==> config.mk <==
export PLATFORM = sky130hd
export DESIGN_NAME = pmbus_wp_filter
export DESIGN_NICKNAME = d
export VERILOG_FILES = /design/src/rtl/pmbus_wp_filter.sv
export SDC_FILE = /design/constraint.sdc
export NUM_CORES = 1
export LEC_CHECK = 0
export ABC_AREA = 1
export CORE_UTILIZATION = 39
export CTS_CLUSTER_DIAMETER = 120
export CTS_CLUSTER_SIZE = 40
export DETAILED_ROUTE_END_ITERATION = 12
export PLACE_DENSITY_LB_ADDON = 0.2
export SLEW_MARGIN = 30
export SYNTH_ARGS = -nofsm -noshare
export SYNTH_HDL_FRONTEND = slang
export SYNTH_SLANG_ARGS = --single-unit
==> constraint.sdc <==
create_clock -name clk -period 1.4 [get_ports clk]
set_clock_uncertainty 0.05 [all_clocks]
set_input_delay 0.42 -clock clk [delete_from_list [all_inputs] [get_ports clk]]
set_output_delay 0.42 -clock clk [all_outputs]
set_load 0.02 [all_outputs]
==> src/rtl/pmbus_wp_filter.sv <==
module pmbus_wp_filter #(
  parameter logic [7:0] CMD_PAGE    = 8'h00,
  parameter logic [7:0] CMD_OPER    = 8'h01,
  parameter logic [7:0] CMD_ONOFF   = 8'h02,
  parameter logic [7:0] CMD_CLRF    = 8'h03,
  parameter logic [7:0] CMD_WPROT   = 8'h10,
  parameter logic [7:0] CMD_STORE   = 8'h15,
  parameter logic [7:0] CMD_VOUT    = 8'h21,
  parameter logic [7:0] CMD_PGMASK  = 8'hE4
) (
  input  logic       clk,
  input  logic       rst_n,
  input  logic [7:0] cmd_code,
  input  logic [7:0] wr_data,
  input  logic       wr_stb,
  input  logic       wp_pin,
  output logic       wr_ok,
  output logic       wr_deny,
  output logic [7:0] wp_level
);

  logic is_wp, data_legal, set_a, set_b, set_pin, reg_ok, reg_strict, allow;

  assign is_wp      = (cmd_code == CMD_WPROT);
  assign data_legal = (wr_data == 8'h00) || (wr_data == 8'h20) ||
                      (wr_data == 8'h40) || (wr_data == 8'h80);

  assign set_a   = is_wp || (cmd_code == CMD_PAGE) || (cmd_code == CMD_OPER);
  assign set_b   = set_a || (cmd_code == CMD_ONOFF) || (cmd_code == CMD_VOUT);
  assign set_pin = set_a || (cmd_code == CMD_CLRF) || (cmd_code == CMD_STORE) ||
                   (cmd_code == CMD_PGMASK);

  always_comb begin
    case (wp_level)
      8'h80:   reg_ok = is_wp;
      8'h40:   reg_ok = set_a;
      8'h20:   reg_ok = set_b;
      default: reg_ok = 1'b1;
    endcase
  end

  assign reg_strict = wp_level[7] | wp_level[6];
  assign allow = is_wp ? data_legal :
                 (wp_pin && !reg_strict) ? set_pin : reg_ok;

  always_ff @(posedge clk) begin
    if (!rst_n) begin
      wr_ok    <= 1'b0;
      wr_deny  <= 1'b0;
      wp_level <= 8'h00;
    end else begin
      wr_ok   <= wr_stb && allow;
      wr_deny <= wr_stb && !allow;
      if (wr_stb && is_wp && data_legal)
        wp_level <= wr_data;
    end
  end

  p_one_pulse_r2: assert property (@(posedge clk) disable iff (!rst_n)
    wr_stb |=> (wr_ok ^ wr_deny));
  p_quiet_r2: assert property (@(posedge clk) disable iff (!rst_n)
    !wr_stb |=> (!wr_ok && !wr_deny));
  p_lock_r4: assert property (@(posedge clk) disable iff (!rst_n)
    (wr_stb && wp_level == 8'h80 && cmd_code != CMD_WPROT) |=> wr_deny);
  p_wp_pass_r9: assert property (@(posedge clk) disable iff (!rst_n)
    (wr_stb && is_wp && data_legal) |=> (wr_ok && wp_level == $past(wr_data)));
  p_wp_bad_r10: assert property (@(posedge clk) disable iff (!rst_n)
    (wr_stb && is_wp && !data_legal) |=> (wr_deny && $stable(wp_level)));
  p_hold_r11: assert property (@(posedge clk) disable iff (!rst_n)
    !wr_stb |=> $stable(wp_level));
  p_legal_level_r9: assert property (@(posedge clk) disable iff (!rst_n)
    (wp_level == 8'h00) || (wp_level == 8'h20) || (wp_level == 8'h40) || (wp_level == 8'h80));

endmodule

Yosys cells after proc, flatten, opt, wreduce, memory -nomap -nowiden
Cells that the tools add are included.
- equality and inequality tests: 13
- multiplexer cells: 3
- bitwise logic cells: 1
- reduce and logical (&&, ||, !) cells: 19
- operator list (kind ; count):
    $eq 8x6->1 const B ; 3
    $eq 8x8->1 const B ; 3
    $eq 8x2->1 const B ; 2
    $eq 8x5->1 const B ; 2
    $eq 8x7->1 const B ; 2
    $logic_not 8->1 ; 2
    $logic_or 1x1->1 ; 10
    $eq 8x1->1 const B ; 1
    $logic_and 1x1->1 ; 5
    $pmux 1 s3 ; 1
    $logic_not 1->1 ; 2
    $mux 1 ; 2
    $or 1x1->1 ; 1
- flip-flop bits (word level): 10
- output and inout bits: 10
- logic and storage cells: 39

Longest topological paths before layout
- word-level depth: 10
- gate-level depth with buffers: 11

Least setup slack after synthesis
OpenSTA, ideal clock, no wires.
- kind: input-to-reg
- from: in wr_data[2]
- to: reg wp_level[6]
- arrival time: 1.136 ns
- required time: 1.231 ns
- setup slack: 0.095 ns
- stages on the path: 6
- cells stage by stage: nor3_1 nand3_1 nor2_1 nand3_2 o21ai_0 a21oi_1
- cells in the longest elaborated chain, start to end: 5
- ends and longest elaborated chain (item ; line ; RTL):
    from (decl) ; 14 ; input logic [7:0] wr_data,
    $eq 8x6->1 or $logic_not 8->1 (tied branches) ; 25 ; assign data_legal = (wr_data == 8'h00) || (wr_data == 8'h20) ||
    $logic_or 1x1->1 (2 in series) ; 25 ;
    $logic_or 1x1->1 * ; 26 ; (wr_data == 8'h40) || (wr_data == 8'h80);
    $logic_and 1x1->1 * ; 54 ; if (wr_stb && is_wp && data_legal)
    to (signal assigned) ; 55 ; wp_level <= wr_data;
    to (decl) ; 19 ; output logic [7:0] wp_level
Mark *: on every way between the ends. The rest lies on a longest branch, timed or not.
A chain may end at the register's enable or synchronous reset.

Worst setup path in the final report
- from: reg wr_deny
- to: out wr_deny
- RTL lines (item ; line ; RTL):
    from (decl) ; 18 ; output logic wr_deny,
    from (signal assigned) ; 53 ; wr_deny <= wr_stb && !allow;
No word-level cell between the ends.

==> reports/qor.csv <==
stage,metric,value,unit
drt,post-route-drc-count,0,
logic_synthesis,synth_top_area_frac,0.323,
layout,post-route-cell-area,1050,sq um
critical_path,crit_cells,1,
critical_path,path_buf_inv,1,
critical_path,worstPathArrival,0.89,ns
sta,drv_slew,0,
sta,max_slew_margin,0.810,
drt,antenna_left,0,
sta,fin_crit,1.36,ns
logic_synthesis,syn_area_per_cell,6.03,sq um
die,die_y,41.9,um
grt,grt_pass1_vias,734,
die,die_area,1750,sq um
layout,post-route-util,0.708,
layout,finish.net_count,169,
hold_path,hold_path_depth,3,
logic_synthesis,synth_area,621,sq um
pwr,peakVddDrop,694,uV
logic_synthesis,yosysSeqAreaShare,0.323,
critical_path,path_cells,dlygate4sd2_1,
sta,hold_viol_final,0,
pwr,p_per_area,625,nW/um^2
die,num_io_pins,30,
sta,finalCritPeriodShare,0.973,
pwr,p_leak,0.539,nW
clock_network,numCtsBuffers,3,
logic_synthesis,synth_top_area_cell,dfxtp_1,
logic_synthesis,syn-num-nets,123,
critical_path,setup.worst_path.end,wr_deny,
critical_path,cp_slowest_stage_delay,0.33,ns
place,port_buffers,29,
critical_path,worstPathMaxFanout,1,
place,gp_congestion,0.843,
die,start_util,0.417,
sta,worst_slew_pin_slew,0.284,ns
critical_path,crit_slowest_cell,dlygate4sd2_1,
logic_synthesis,synth_cell_type_count,18,
logic_synthesis,ys_ff_latch,10,
critical_path,ff2ff_setup_slack,0.06,ns
place,detailedPlacementHpwl,1.17,mm
layout,drive_gt1_frac,0.378,
die,rows,14,
critical_path,crit_family,buffers and inverters,
flow_run,maxCapViolCount,0,
grt,antenna_found_initial,0,
critical_path,r2r_cells,12,
die,die_w,41.9,um
layout,num_antenna_cells,0,
drt,wire_per_inst,10.3,um
clock_network,cts.sinks,10,
critical_path,reg2reg_from,wp_level[6],
die,floorplan.core_area,1490,sq um
clock_network,htree_levels,1,
sta,max_freq,734,MHz
clock_network,clockBufferDepth,2,
critical_path,worstPathRequired,0.93,ns
sta,setup-violations-final,0,
grt,grt_max_degree,10,
critical_path,end_kind,primary output,
critical_path,r2r_end,wr_deny,
outcome,status,completed,
grt,overflow,0,
layout,area_growth,70.0,%
grt,grt_pass1_wl,2.65,mm
clock_network,clkTransAtPathRegs,0.07,ns
logic_synthesis,synth.area.top_cells,"dfxtp_1 (32%), nor2_1 (16%), nand2_1 (15%), inv_1 (8.5%), nor2_2 (5.0%)",
drt,detail_route.vias_per_cell,4.91,
critical_path,start_kind,flop,
logic_synthesis,syn_inst,103,
clock_network,clk_root_buffer_cell,clkbuf_4,
drt,num_vias,805,
hold_path,hold_class,in -> reg,
drt,routed_wl,1.70,mm
place,postPlaceCellArea,983,sq um
drt,drt_iter0_markers,7,
critical_path,crit_type,reg -> out,
grt,track_usage,0.194,
clock_network,tritoncts,yes,
drt,firstDrtPassIters,4,
clock_network,clk_latency,0.26,ns
logic_synthesis,ys_warn_count,0,
critical_path,startpoint,wr_deny,
synthesized netlist by cell type:
| cell | n |
|---|---|
| nor2b_1 | 1 |
| and3_1 | 4 |
| o21a_1 | 1 |
| nand2_1 | 24 |
| nor2_2 | 5 |
| nand3_1 | 4 |
| inv_1 | 14 |
| nand2_2 | 3 |
| dfxtp_1 | 10 |
| o21bai_1 | 1 |
| a21oi_1 | 1 |
| nor2_1 | 26 |
| a21oi_2 | 1 |
| nor3_1 | 2 |
| o21ai_0 | 3 |
| nand3_2 | 1 |
| inv_2 | 1 |
| nor2_4 | 1 |
final cells by class:
| cell class | instances | area (sq um) |
|---|---|---|
| Multi-Input combinational cell | 79 | 448 |
| Fill cell | 131 | 434 |
| Timing Repair Buffer | 40 | 293 |
| Sequential cell | 10 | 201 |
| Inverter | 15 | 56.3 |
| Clock buffer | 4 | 36.3 |
| Tap cell | 16 | 20.0 |
per-stage QoR:
stage | total power, W | hold slack, ns | instances | setup TNS, ns | worst slack, ns
4_1_cts | 0.000657 | 0.475 | 162 | 0 | 0.00242
6_report | 0.000659 | 0.437 | 164 | 0 | 0.0381
2_1_floorplan | 0.000335 | 0.487 | 103 | 0 | 0.0946
3_5_place_dp | 0.000411 | 0.457 | 155 | -4.61 | -0.544
5_1_grt | 0.000687 | 0.463 | 164 | -0.00835 | -0.00835
3_3_place_gp | 0.000409 | 0.461 | 155 | -4.13 | -0.469
how the worst min path moves through the flow:
stage	start	endpoint	slack (ns)
2_1_floorplan	rst_n	wp_level[4]	0.49
3_3_place_gp	wp_level[2]	wp_level[2]	0.46
3_5_place_dp	wp_level[3]	wp_level[3]	0.46
4_1_cts	wp_level[0]	wp_level[0]	0.48
5_1_grt	wr_data[6]	wp_level[6]	0.46
6_report	wr_data[6]	wp_level[6]	0.44
repair_timing:
item,in CTS,in global routing
pin swaps,15,14
buffers inserted,2,2
endpoints found under the setup margin,20,18
gates cloned,1,0
hold buffers,0,0
resized for setup,38,41
kinds of logic after synthesis:
logic type	synth area share
buffers and inverters	0.0907
AO/OA/AOI/OAI	0.0706
flip-flops	0.323
AND/OR/NAND/NOR	0.516
flip-flops by register name, summed over array words and instances, names as in the netlist:
register	cells
wp_level	8
wr_ok	1
wr_deny	1
metal layers:
| metal | GRT usage | routed length, um | up-vias | part of all wire |
|---|---|---|---|---|
| li1 | - | - | 406 | - |
| met1 | 0.180 | 611 | 371 | 0.36 |
| met2 | 0.384 | 989 | 22 | 0.58 |
| met3 | 0.0522 | 68 | 6 | 0.040 |
| met4 | 0.0839 | 25 | 0 | 0.015 |
| met5 | 0 | 0 | - | 0 |
power by group:
part           switching (W)  internal, W  total [W]
Sequential       0.000000409     0.000287   0.000287
Combinational      0.0000579    0.0000545   0.000112
Clock               0.000102     0.000158   0.000259
Total               0.000160     0.000499   0.000659
cell usage in the layout, fill, tap and decap left out, types with 2 or more instances in the layout:
cell type and n:
and3_1 3, clkbuf_4 3, dlygate4sd2_1 9, dfxtp_1 9, nand3_2 3, nor2_4 4, clkdlybuf4s50_1 3, nor2_1 20
buf_4 10, clkbuf_2 14, inv_1 14, nand2_2 3, nand2_1 24, nand3_4 2, nor2_2 8
No activity file was read; power rests on OpenSTA's default activity.
